$ cat config.mk
export PLATFORM = sky130hd
export DESIGN_NAME = pca_array
export DESIGN_NICKNAME = d
export VERILOG_FILES = /design/src/rtl/pca_pkg.sv /design/src/rtl/pca_timebase.sv /design/src/rtl/pca_unit.sv /design/src/rtl/pca_array.sv
export SDC_FILE = /design/constraint.sdc
export NUM_CORES = 1
export LEC_CHECK = 0
export ABC_AREA = 0
export ABC_CLOCK_PERIOD_IN_PS = 3730
export BUFFER_PORTS_ARGS = -buffer_cell sky130_fd_sc_hd__buf_2
export CAP_MARGIN = 20
export CORE_MARGIN = 1.5
export CORE_UTILIZATION = 55
export CTS_CLUSTER_SIZE = 12
export DETAILED_ROUTE_END_ITERATION = 16
export PLACE_DENSITY = 0.77
export SETUP_SLACK_MARGIN = 0.4
export SYNTH_ARGS = -nofsm -noshare
export SYNTH_HDL_FRONTEND = slang
export SYNTH_HIERARCHICAL = 1
export SYNTH_SLANG_ARGS = --single-unit
$ cat constraint.sdc
create_clock -name clk -period 3.73 [get_ports clk]
set_clock_uncertainty 0.15 [all_clocks]
set_input_delay 0.373 -clock clk [delete_from_list [all_inputs] [get_ports clk]]
set_output_delay 0.373 -clock clk [all_outputs]
set_load 0.005 [all_outputs]
$ cat src/rtl/pca_pkg.sv
package pca_pkg;
   typedef enum logic [2:0] {
      MD_OFF      = 3'd0,
      MD_CAP_RISE = 3'd1,
      MD_CAP_FALL = 3'd2,
      MD_CAP_BOTH = 3'd3,
      MD_TIMER    = 3'd4,
      MD_TOGGLE   = 3'd5,
      MD_PWM      = 3'd6
   } pca_mode_e;

   localparam logic [4:0] ADR_CTRL   = 5'h00;
   localparam logic [4:0] ADR_FLAGS  = 5'h01;
   localparam logic [4:0] ADR_CNT_LO = 5'h02;
   localparam logic [4:0] ADR_CNT_HI = 5'h03;
   localparam int         OVF_BIT    = 7;
endpackage

$ cat src/rtl/pca_timebase.sv
module pca_timebase #(
   parameter int CNT_W    = 16,
   parameter int DIV_SLOW = 12,
   parameter int DIV_FAST = 4
) (
   input  logic             clk,
   input  logic             rst_n,
   input  logic             run,
   input  logic [1:0]       sel,
   input  logic             tmr_ovf,
   input  logic             ext_cnt,
   input  logic             wr_lo,
   input  logic             wr_hi,
   input  logic [7:0]       wdata,
   input  logic             ovf_clr,
   output logic [CNT_W-1:0] cnt,
   output logic [CNT_W-1:0] cnt_nxt,
   output logic             adv,
   output logic             lo_wrap,
   output logic             ovf_flag
);
   localparam int DIV_MAX = (DIV_SLOW > DIV_FAST) ? DIV_SLOW : DIV_FAST;
   localparam int PW      = $clog2(DIV_MAX) + 1;
   localparam int HW      = CNT_W - 8;
   localparam logic [PW-1:0] LIM_S = PW'(DIV_SLOW - 1);
   localparam logic [PW-1:0] LIM_F = PW'(DIV_FAST - 1);

   initial begin
      assert (DIV_SLOW >= 1 && DIV_FAST >= 1) else $error("divider below one");
      assert (CNT_W > 8 && CNT_W <= 16) else $error("counter width out of range");
   end

   logic [PW-1:0] pre;
   logic [PW-1:0] lim;
   logic          div_sel, div_tick, src_tick, any_wr;
   logic          e_s1, e_s2, e_prev, ext_rise;

   assign div_sel  = ~sel[1];
   assign lim      = sel[0] ? LIM_F : LIM_S;
   assign div_tick = div_sel && (pre >= lim);

   always_ff @(posedge clk) begin
      if (!rst_n || !run || !div_sel) pre <= '0;
      else if (pre >= lim)            pre <= '0;
      else                            pre <= pre + 1'b1;
   end

   always_ff @(posedge clk) begin
      if (!rst_n) {e_s1, e_s2, e_prev} <= '0;
      else        {e_s1, e_s2, e_prev} <= {ext_cnt, e_s1, e_s2};
   end
   assign ext_rise = e_s2 & ~e_prev;

   always_comb begin
      case (sel)
         2'd2:    src_tick = tmr_ovf;
         2'd3:    src_tick = ext_rise;
         default: src_tick = div_tick;
      endcase
   end

   assign any_wr  = wr_lo | wr_hi;
   assign adv     = run & src_tick & ~any_wr;
   assign cnt_nxt = cnt + 1'b1;
   assign lo_wrap = adv && (cnt[7:0] == 8'hFF);

   always_ff @(posedge clk) begin
      if (!rst_n) cnt <= '0;
      else if (any_wr) begin
         if (wr_lo) cnt[7:0]       <= wdata;
         if (wr_hi) cnt[CNT_W-1:8] <= wdata[HW-1:0];
      end
      else if (adv) cnt <= cnt_nxt;
   end

   always_ff @(posedge clk) begin
      if (!rst_n)                    ovf_flag <= 1'b0;
      else if (adv && (cnt == '1))   ovf_flag <= 1'b1;
      else if (ovf_clr)              ovf_flag <= 1'b0;
   end

   AST_HOLD_STOPPED: assert property (@(posedge clk) disable iff (!rst_n)
      (!run && !any_wr) |=> $stable(cnt));
   AST_STEP_ONE: assert property (@(posedge clk) disable iff (!rst_n)
      adv |=> (cnt == $past(cnt) + 1'b1));
   AST_WRAP_FLAG: assert property (@(posedge clk) disable iff (!rst_n)
      (adv && cnt == '1) |=> (ovf_flag && cnt == '0));
endmodule

$ cat src/rtl/pca_unit.sv
module pca_unit
   import pca_pkg::*;
#(
   parameter int CNT_W = 16
) (
   input  logic             clk,
   input  logic             rst_n,
   input  pca_mode_e        mode,
   input  logic [CNT_W-1:0] cnt,
   input  logic [CNT_W-1:0] cnt_nxt,
   input  logic             adv,
   input  logic             lo_wrap,
   input  logic             pin_in,
   input  logic             wr_lo,
   input  logic             wr_hi,
   input  logic [7:0]       wdata,
   input  logic             flag_clr,
   output logic [CNT_W-1:0] val,
   output logic             flag,
   output logic             pin_out,
   output logic             pin_oe
);
   localparam int HW = CNT_W - 8;

   logic s1, s2, sp, rise, fall, cap_evt, match, cmp_mode, tog_q;
   logic [7:0] duty;

   always_ff @(posedge clk) begin
      if (!rst_n) {s1, s2, sp} <= '0;
      else        {s1, s2, sp} <= {pin_in, s1, s2};
   end
   assign rise = s2 & ~sp;
   assign fall = ~s2 & sp;

   always_comb begin
      case (mode)
         MD_CAP_RISE: cap_evt = rise;
         MD_CAP_FALL: cap_evt = fall;
         MD_CAP_BOTH: cap_evt = rise | fall;
         default:     cap_evt = 1'b0;
      endcase
   end

   assign cmp_mode = (mode == MD_TIMER) || (mode == MD_TOGGLE);
   assign match    = cmp_mode && adv && (cnt_nxt == val);

   always_ff @(posedge clk) begin
      if (!rst_n) val <= '0;
      else if (cap_evt) val <= cnt;
      else begin
         if (wr_lo) val[7:0]       <= wdata;
         if (wr_hi) val[CNT_W-1:8] <= wdata[HW-1:0];
      end
   end

   always_ff @(posedge clk) begin
      if (!rst_n)                flag <= 1'b0;
      else if (cap_evt || match) flag <= 1'b1;
      else if (flag_clr)         flag <= 1'b0;
   end

   always_ff @(posedge clk) begin
      if (!rst_n)                             tog_q <= 1'b0;
      else if (match && mode == MD_TOGGLE)    tog_q <= ~tog_q;
   end

   always_ff @(posedge clk) begin
      if (!rst_n)       duty <= '0;
      else if (lo_wrap) duty <= 8'(val[CNT_W-1:8]);
   end

   always_comb begin
      case (mode)
         MD_PWM:    begin pin_out = (cnt[7:0] >= duty); pin_oe = 1'b1; end
         MD_TOGGLE: begin pin_out = tog_q;              pin_oe = 1'b1; end
         default:   begin pin_out = 1'b0;               pin_oe = 1'b0; end
      endcase
   end

   AST_CAPTURE_LOAD: assert property (@(posedge clk) disable iff (!rst_n)
      cap_evt |=> (val == $past(cnt) && flag));
   AST_TOGGLE_FLIP: assert property (@(posedge clk) disable iff (!rst_n)
      (match && mode == MD_TOGGLE) ##1 (mode == MD_TOGGLE) |-> (pin_out != $past(pin_out)));
   AST_OFF_QUIET: assert property (@(posedge clk) disable iff (!rst_n)
      (mode == MD_OFF && !flag) |=> (!flag && $stable(val) || $past(wr_lo || wr_hi)));
   AST_FLAG_CLEAR: assert property (@(posedge clk) disable iff (!rst_n)
      (flag_clr && !cap_evt && !match) |=> !flag);
endmodule

$ cat src/rtl/pca_array.sv
module pca_array
   import pca_pkg::*;
#(
   parameter int NUM_MOD  = 5,
   parameter int CNT_W    = 16,
   parameter int DIV_SLOW = 12,
   parameter int DIV_FAST = 4
) (
   input  logic               clk,
   input  logic               rst_n,
   input  logic [4:0]         bus_addr,
   input  logic               bus_wr,
   input  logic [7:0]         bus_wdata,
   output logic [7:0]         bus_rdata,
   input  logic               tmr_ovf,
   input  logic               ext_cnt,
   input  logic [NUM_MOD-1:0] pin_in,
   output logic [NUM_MOD-1:0] pin_out,
   output logic [NUM_MOD-1:0] pin_oe,
   output logic               irq
);
   if (NUM_MOD < 1 || NUM_MOD > 7) begin : g_bad_count
      $error("NUM_MOD must lie in 1..7");
   end

   logic             run;
   logic [1:0]       sel;
   pca_mode_e        mode_q [NUM_MOD];
   logic [CNT_W-1:0] val    [NUM_MOD];
   logic [NUM_MOD-1:0] flags;
   logic [CNT_W-1:0] cnt, cnt_nxt;
   logic             adv, lo_wrap, ovf_flag, flag_wr;

   assign flag_wr = bus_wr && (bus_addr == ADR_FLAGS);

   always_ff @(posedge clk) begin
      if (!rst_n) begin
         run <= 1'b0;
         sel <= 2'd0;
      end
      else if (bus_wr && bus_addr == ADR_CTRL) begin
         run <= bus_wdata[0];
         sel <= bus_wdata[2:1];
      end
   end

   pca_timebase #(.CNT_W(CNT_W), .DIV_SLOW(DIV_SLOW), .DIV_FAST(DIV_FAST)) u_tb (
      .clk     (clk),
      .rst_n   (rst_n),
      .run     (run),
      .sel     (sel),
      .tmr_ovf (tmr_ovf),
      .ext_cnt (ext_cnt),
      .wr_lo   (bus_wr && bus_addr == ADR_CNT_LO),
      .wr_hi   (bus_wr && bus_addr == ADR_CNT_HI),
      .wdata   (bus_wdata),
      .ovf_clr (flag_wr && !bus_wdata[OVF_BIT]),
      .cnt     (cnt),
      .cnt_nxt (cnt_nxt),
      .adv     (adv),
      .lo_wrap (lo_wrap),
      .ovf_flag(ovf_flag)
   );

   for (genvar m = 0; m < NUM_MOD; m++) begin : g_unit
      logic mode_hit, val_hit;
      assign mode_hit = bus_wr && bus_addr[4:3] == 2'b01 && bus_addr[2:0] == 3'(m);
      assign val_hit  = bus_wr && bus_addr[4] && bus_addr[3:1] == 3'(m);

      always_ff @(posedge clk) begin
         if (!rst_n)        mode_q[m] <= MD_OFF;
         else if (mode_hit) mode_q[m] <= pca_mode_e'(bus_wdata[2:0]);
      end

      pca_unit #(.CNT_W(CNT_W)) u_unit (
         .clk     (clk),
         .rst_n   (rst_n),
         .mode    (mode_q[m]),
         .cnt     (cnt),
         .cnt_nxt (cnt_nxt),
         .adv     (adv),
         .lo_wrap (lo_wrap),
         .pin_in  (pin_in[m]),
         .wr_lo   (val_hit && !bus_addr[0]),
         .wr_hi   (val_hit &&  bus_addr[0]),
         .wdata   (bus_wdata),
         .flag_clr(flag_wr && !bus_wdata[m]),
         .val     (val[m]),
         .flag    (flags[m]),
         .pin_out (pin_out[m]),
         .pin_oe  (pin_oe[m])
      );
   end

   assign irq = ovf_flag | (|flags);

   always_comb begin
      bus_rdata = '0;
      if (bus_addr == ADR_CTRL) bus_rdata = {5'b0, sel, run};
      else if (bus_addr == ADR_FLAGS) begin
         for (int m = 0; m < NUM_MOD; m++) bus_rdata[m] = flags[m];
         bus_rdata[OVF_BIT] = ovf_flag;
      end
      else if (bus_addr == ADR_CNT_LO) bus_rdata = cnt[7:0];
      else if (bus_addr == ADR_CNT_HI) bus_rdata = 8'(cnt >> 8);
      else if (bus_addr[4:3] == 2'b01) begin
         for (int m = 0; m < NUM_MOD; m++)
            if (bus_addr[2:0] == 3'(m)) bus_rdata = {5'b0, mode_q[m]};
      end
      else if (bus_addr[4]) begin
         for (int m = 0; m < NUM_MOD; m++)
            if (bus_addr[3:1] == 3'(m))
               bus_rdata = bus_addr[0] ? 8'(val[m] >> 8) : val[m][7:0];
      end
   end

   AST_IRQ_FOLLOWS: assert property (@(posedge clk) disable iff (!rst_n)
      $rose(ovf_flag) |-> irq);
endmodule

* After elaboration in Yosys (flattened, before gate mapping)
Memories as Yosys holds them, arrays and structs flattened.
Index checks and enable logic that the tools add are counted.
** Storage, ports and cells
- Bits in registers :: 173
- Memory bits (writable) :: 15
- Input bits :: 23
- Output and inout port bits :: 19
- Logic and storage cells :: 346
- Memories kept :: 1
** Memories
- mode_q :: depth 5, bits a word 3, read ports 5, clocked after Yosys merged registers in 0, write ports 5, line pca_array.sv:28 : pca_mode_e mode_q [NUM_MOD];
** Operators by class
- $add $sub $neg :: 2
- $lt $le $gt $ge :: 6
- Equal/unequal tests :: 53
- Muxes and demuxes :: 92
- Bitwise operators :: 43
- Reductions and logical operators :: 100
** Operators by type and width (count)
- $mux 8 :: 31
- $mux 16 :: 7
- $eq 16x16->1 :: 5
- $eq 3x3->1 const B :: 17
- $logic_and 1x1->1 :: 50
- $eq 3x2->1 const B :: 14
- $ge 8x8->1 :: 5
- $mux 1 :: 34
- $reduce_bool 2->1 :: 17
- $eq 3x1->1 const B :: 7
- $mux 3 :: 6
- $not 1->1 :: 18
- $add 16x1->16 const B :: 1
- $eq 16x16->1 const B :: 1
- $pmux 1 s3 :: 5
- $and 1x1->1 :: 13
- $logic_or 1x1->1 :: 12
- $or 1x1->1 :: 12
- $pmux 1 s2 :: 6
- $reduce_or 2->1 :: 6
- $eq 5x2->1 const B :: 2
- $logic_not 1->1 :: 9
- $eq 8x8->1 const B :: 1
- $logic_not 3->1 :: 2
- other kinds (12) :: 15

* Depth between registers and ports, before layout
- Depth in word-level cells :: 12
- Mapped depth :: 12
- Gate-level depth less buffers :: 10

* By module
Netlist, hierarchy kept.
** By module, submodules not included
- pca_unit :: instances 5, cells each 175, area each 1692.9 µm², seq. area each 580.6 µm²
- pca_array :: instances 1, cells each 237, area each 2124.5 µm², seq. area each 510.5 µm²
- pca_timebase :: instances 1, cells each 197, area each 1550.2 µm², seq. area each 500.5 µm²

* Worst setup path after synthesis
Ideal clock, no wire load.
- Path type :: register to register
- From :: register u_tb.cnt[1]
- To :: register g_unit[4].u_unit.tog_q
- Setup time :: 119 ps
- Data arrival time :: 2772 ps
- Required time :: 3461 ps
- Setup slack :: 689 ps
- Cell stages (with the launch flop) :: 12
- Buffers on the path :: 1
- Clock period less this slack :: 3041 ps
- Cells stage by stage :: dfxtp_1 > ha_1 > nand3_1 > or3_1 > buf_2 > nor2_1 > xor2_1 > xnor2_1 > nand4_1 > nor3_1 > nand4_1 > mux2i_1
** Between the ends
- Longest elaborated chain between the ends :: 4
** RTL lines
- start, declared :: line pca_timebase.sv:16 : output logic [CNT_W-1:0] cnt,
- start signal, assigned :: line pca_timebase.sv:70 : if (wr_lo) cnt[7:0] <= wdata;
- start signal, assigned by index :: line pca_timebase.sv:71 : if (wr_hi) cnt[CNT_W-1:8] <= wdata[HW-1:0];
- start signal, assigned :: line pca_timebase.sv:73 : else if (adv) cnt <= cnt_nxt;
- $add 16x1->16 :: line pca_timebase.sv:64 : assign cnt_nxt = cnt + 1'b1;
- net cnt_nxt[10] :: line pca_array.sv:31 : logic [CNT_W-1:0] cnt, cnt_nxt;
- $eq 16x16->1 :: line pca_unit.sv:45 : assign match = cmp_mode && adv && (cnt_nxt == val);
- $logic_and 1x1->1 :: line pca_unit.sv:45
- $logic_and 1x1->1 :: line pca_unit.sv:64 : else if (match && mode == MD_TOGGLE) tog_q <= ~tog_q;
- end signal, assigned :: line pca_unit.sv:64
- end, declared :: line pca_unit.sv:25 : logic s1, s2, sp, rise, fall, cap_evt, match, cmp_mode, tog_q;
The timed path passes the listed nets, and every way through them passes these cells.
A chain may end at the register's enable or synchronous reset.

* Worst setup path in the final report
Ends and elaborated chain as after synthesis.

==> metrics.txt <==
LEAKAGE 4.896 nW; share of cells above drive strength 1 17.97%; library cells used by synthesis 75; Worst Hold Path Cells 2; DR DRC count 0; Root Buffer clkbuf_16; die area around 23000 µm²; Die X about 150 µm; power per standard cell area about 340 nW/µm²; Cell Rows between 50 and 60; Slew Viols, Final 0; Worst EP required between 3000 and 4000 ps; Hold Startpoint ext_cnt; final-layout fill cell count approximately 1.8k; number of global-route vias before repair 9767; Worst Tran Pin Value roughly 1000 ps; final hold vios 0; period utilization approximately 87%; critical path peak fanout 8; Hold Crit Endpoint u_tb/e_s1; status completed; cells after synthesis 1309; Antenna Cells 0; MaxCap Viol Count 0; Post-DP HPWL roughly 28000 µm; Mean Syn Cell Area slightly above 9 µm²; area leader, netlist dfxtp_1; Worst setup SP type flip-flop; CTS tree built; final wirelength slightly below 40000 µm; Syn Std Cell Area ~12000 µm²; post-synthesis register bit count roughly 190; Tmin final 3243 ps; Initial Utilization 55.80%; commonest non-fill, non-tap cell in the layout nor2_1; Synth area leaders dfxtp_1 (29%), mux2i_1 (12%), a211oi_2 (8.3%); Max VDD drop between 200 and 300 µV; ys async rst share 0%; vias per cell 6.394; routed len/inst ~24 µm; IO Pins between 40 and 50; CTS Sinks roughly 190; DR vias approximately 11k; Initial DRC Count around 1.4k; CTS buffer count 17; largest family of logic cells by synthesized area compound AO/OA/AOI/OAI gates; initial antenna violation count 0; worst hold path class primary input to flip-flop; simple-gate portion of the synthesized area approximately 17%; grt ovf 0; syn nets roughly 1.4k; post-synthesis mux area share 15.21%; DR pass1 iterations 5; CP Class flip-flop to flip-flop; largest net degree at the start of global routing 40; highest-count cells in the layout ignoring fill and taps nor2_1 (181), dfxtp_1 (173), mux2i_1 (147), xnor2_1 (85), a211oi_2 (81); clock buffer depth 2; postcts setup bufs 0; Layout area overhead 9.740%; FF-to-FF End g_unit[4].u_unit/tog_q; crit end category flip-flop; clk_lat worst skew 440 ps; reg-to-reg startpoint u_tb/cnt[1]; worst reg-to-reg path cell count 11; Synth Area in Adders under 10%; Tot GR Track Use between 30% and 40%; RSZ-0062 raised after global routing no; Post-synth EDFFs 15; flop-to-flop setup slack ~490 ps; post-synthesis sequential area ratio about 32%; htree depth 4; IO buf count 41; first-pass GRT wire length a little under 60000 µm; GPL Wtd Cong about 1; final setup fails 0; Nets 1432; setup tns final 0 ps; Die H around 150 µm; XOR/XNOR Fraction of Synth Area ~7%; area fraction in compound gates after synthesis between 10% and 20%; warning count from the yosys run 6; FMAX slightly above 300 MHz; CORE AREA approximately 22000 µm²; Synth top area share 28.53%; prevailing post-synth register cell dfxtp_1; Design Power 4.509 mW; CP startpoint u_tb/cnt[1]; relative slew slack ~33%; Worst Path Arrival 3420 ps; Detail Route Antenna Nets 0; clk slew on worst S/H paths around 70 ps
## sequential cells by signal (all words and copies together) (netlist names)
signal and cells:
g_unit.u_unit/duty 40, g_unit.u_unit/flag 5, g_unit.u_unit/s1 5, g_unit.u_unit/s2 5, g_unit.u_unit/sp 5, g_unit.u_unit/tog_q 5
g_unit.u_unit/val 80, mode_q 15, run 1, sel 2, u_tb/cnt 16, u_tb/e_prev 1
u_tb/e_s1 1, u_tb/e_s2 1, u_tb/ovf_flag 1, u_tb/pre 5
## per-stage QoR
| step | std cells | area, µm² | hold slack, ps | worst slack (ps) | util, % |
|---|---|---|---|---|---|
| 2_1_floorplan | 1309 | 12140 | 261.8 | 689.3 | - |
| 3_3_place_gp | 1612 | 12660 | 265.9 | 601.8 | 58.18 |
| 3_5_place_dp | 1612 | 12660 | 276.9 | 542.3 | 58.18 |
| 4_1_cts | 1649 | 13300 | 28.46 | 407.9 | 61.15 |
| 5_1_grt | 1649 | 13320 | 47.13 | 410.3 | 61.23 |
| 6_report | 1649 | 13320 | 46.86 | 486.9 | 61.23 |
## layer usage
metal	GRT usage (%)	wire length, µm	share of wire, %
met1	44.37	16080	41
met3	7.455	4018	10
met2	55.20	17620	45
met4	15.87	1844	4.7
met5	0	0	0
## cells by family (layout without fill, tap and decap cells)
family | count (synthesis) | after routing
xor gates and xnor gates | 97 | 97
DFF | 188 | 188
AOI/OAI and AO/OA | 239 | 239
buffers and inverters | 145 | 205
muxes | 169 | 169
and+or+nand+nor | 418 | 418
adders and majority gates | 53 | 53
## synth_stat cells (all sizes together) (15+ instances only)
master	number
a21oi	24
nor2	182
mux2i	147
o21ai	39
nor2b	22
clkbuf	27
xnor2	85
and2	18
dfxtp	173
nand3	36
nand2	56
edfxtp	15
a21o	18
a211oi	83
inv	69
nor3	20
nand4	25
buf	44
ha	53
nand2b	21
## layout make-up
class,instances,area [µm²],share of cell area [%]
timing repair buffer,99,653.1,4.903
tap,280,350.3,2.630
multi-input combinational,976,7536,56.57
inverter,74,277.8,2.085
sequential,188,3914,29.38
clock buffer,20,457.9,3.438
clock inverter,12,132.6,0.9956
## timing repair
item / CTS / global route
hold endpoints to repair: 5 / 0
resized for setup: 1 / 3
endpoints found under the setup margin: 1 / 4
hold buffers: 5 / 0
pin swaps: 0 / 1
## power breakdown
part           internal [mW]  switching (mW)
clock                   1.03           0.823
combinational          0.188           0.295
sequential              2.09          0.0818
## worst max-delay path, stage by stage (launching register included)
cell and delay (ps):
dfxtp_1 330, ha_1 180, nand3_1 280, or3_1 590, nor2_1 240, xor2_1 160
buf_4 210, xnor2_1 140, nand4_1 100, nor3_1 410, nand4_1 190, mux2i_1 150
## how the worst max path moves through the flow
stage | endpoint | slack, ps | cells past startpoint
after CTS | pin_out[2] | 410 | 9
after detailed placement | g_unit[3].u_unit/duty[6] | 540 | 10
final | g_unit[4].u_unit/tog_q | 490 | 11
after global routing | g_unit[3].u_unit/duty[5] | 410 | 7
after global placement | g_unit[1].u_unit/duty[6] | 600 | 10
after floorplan | g_unit[4].u_unit/tog_q | 690 | 11
(Power assumes the default switching activity.)
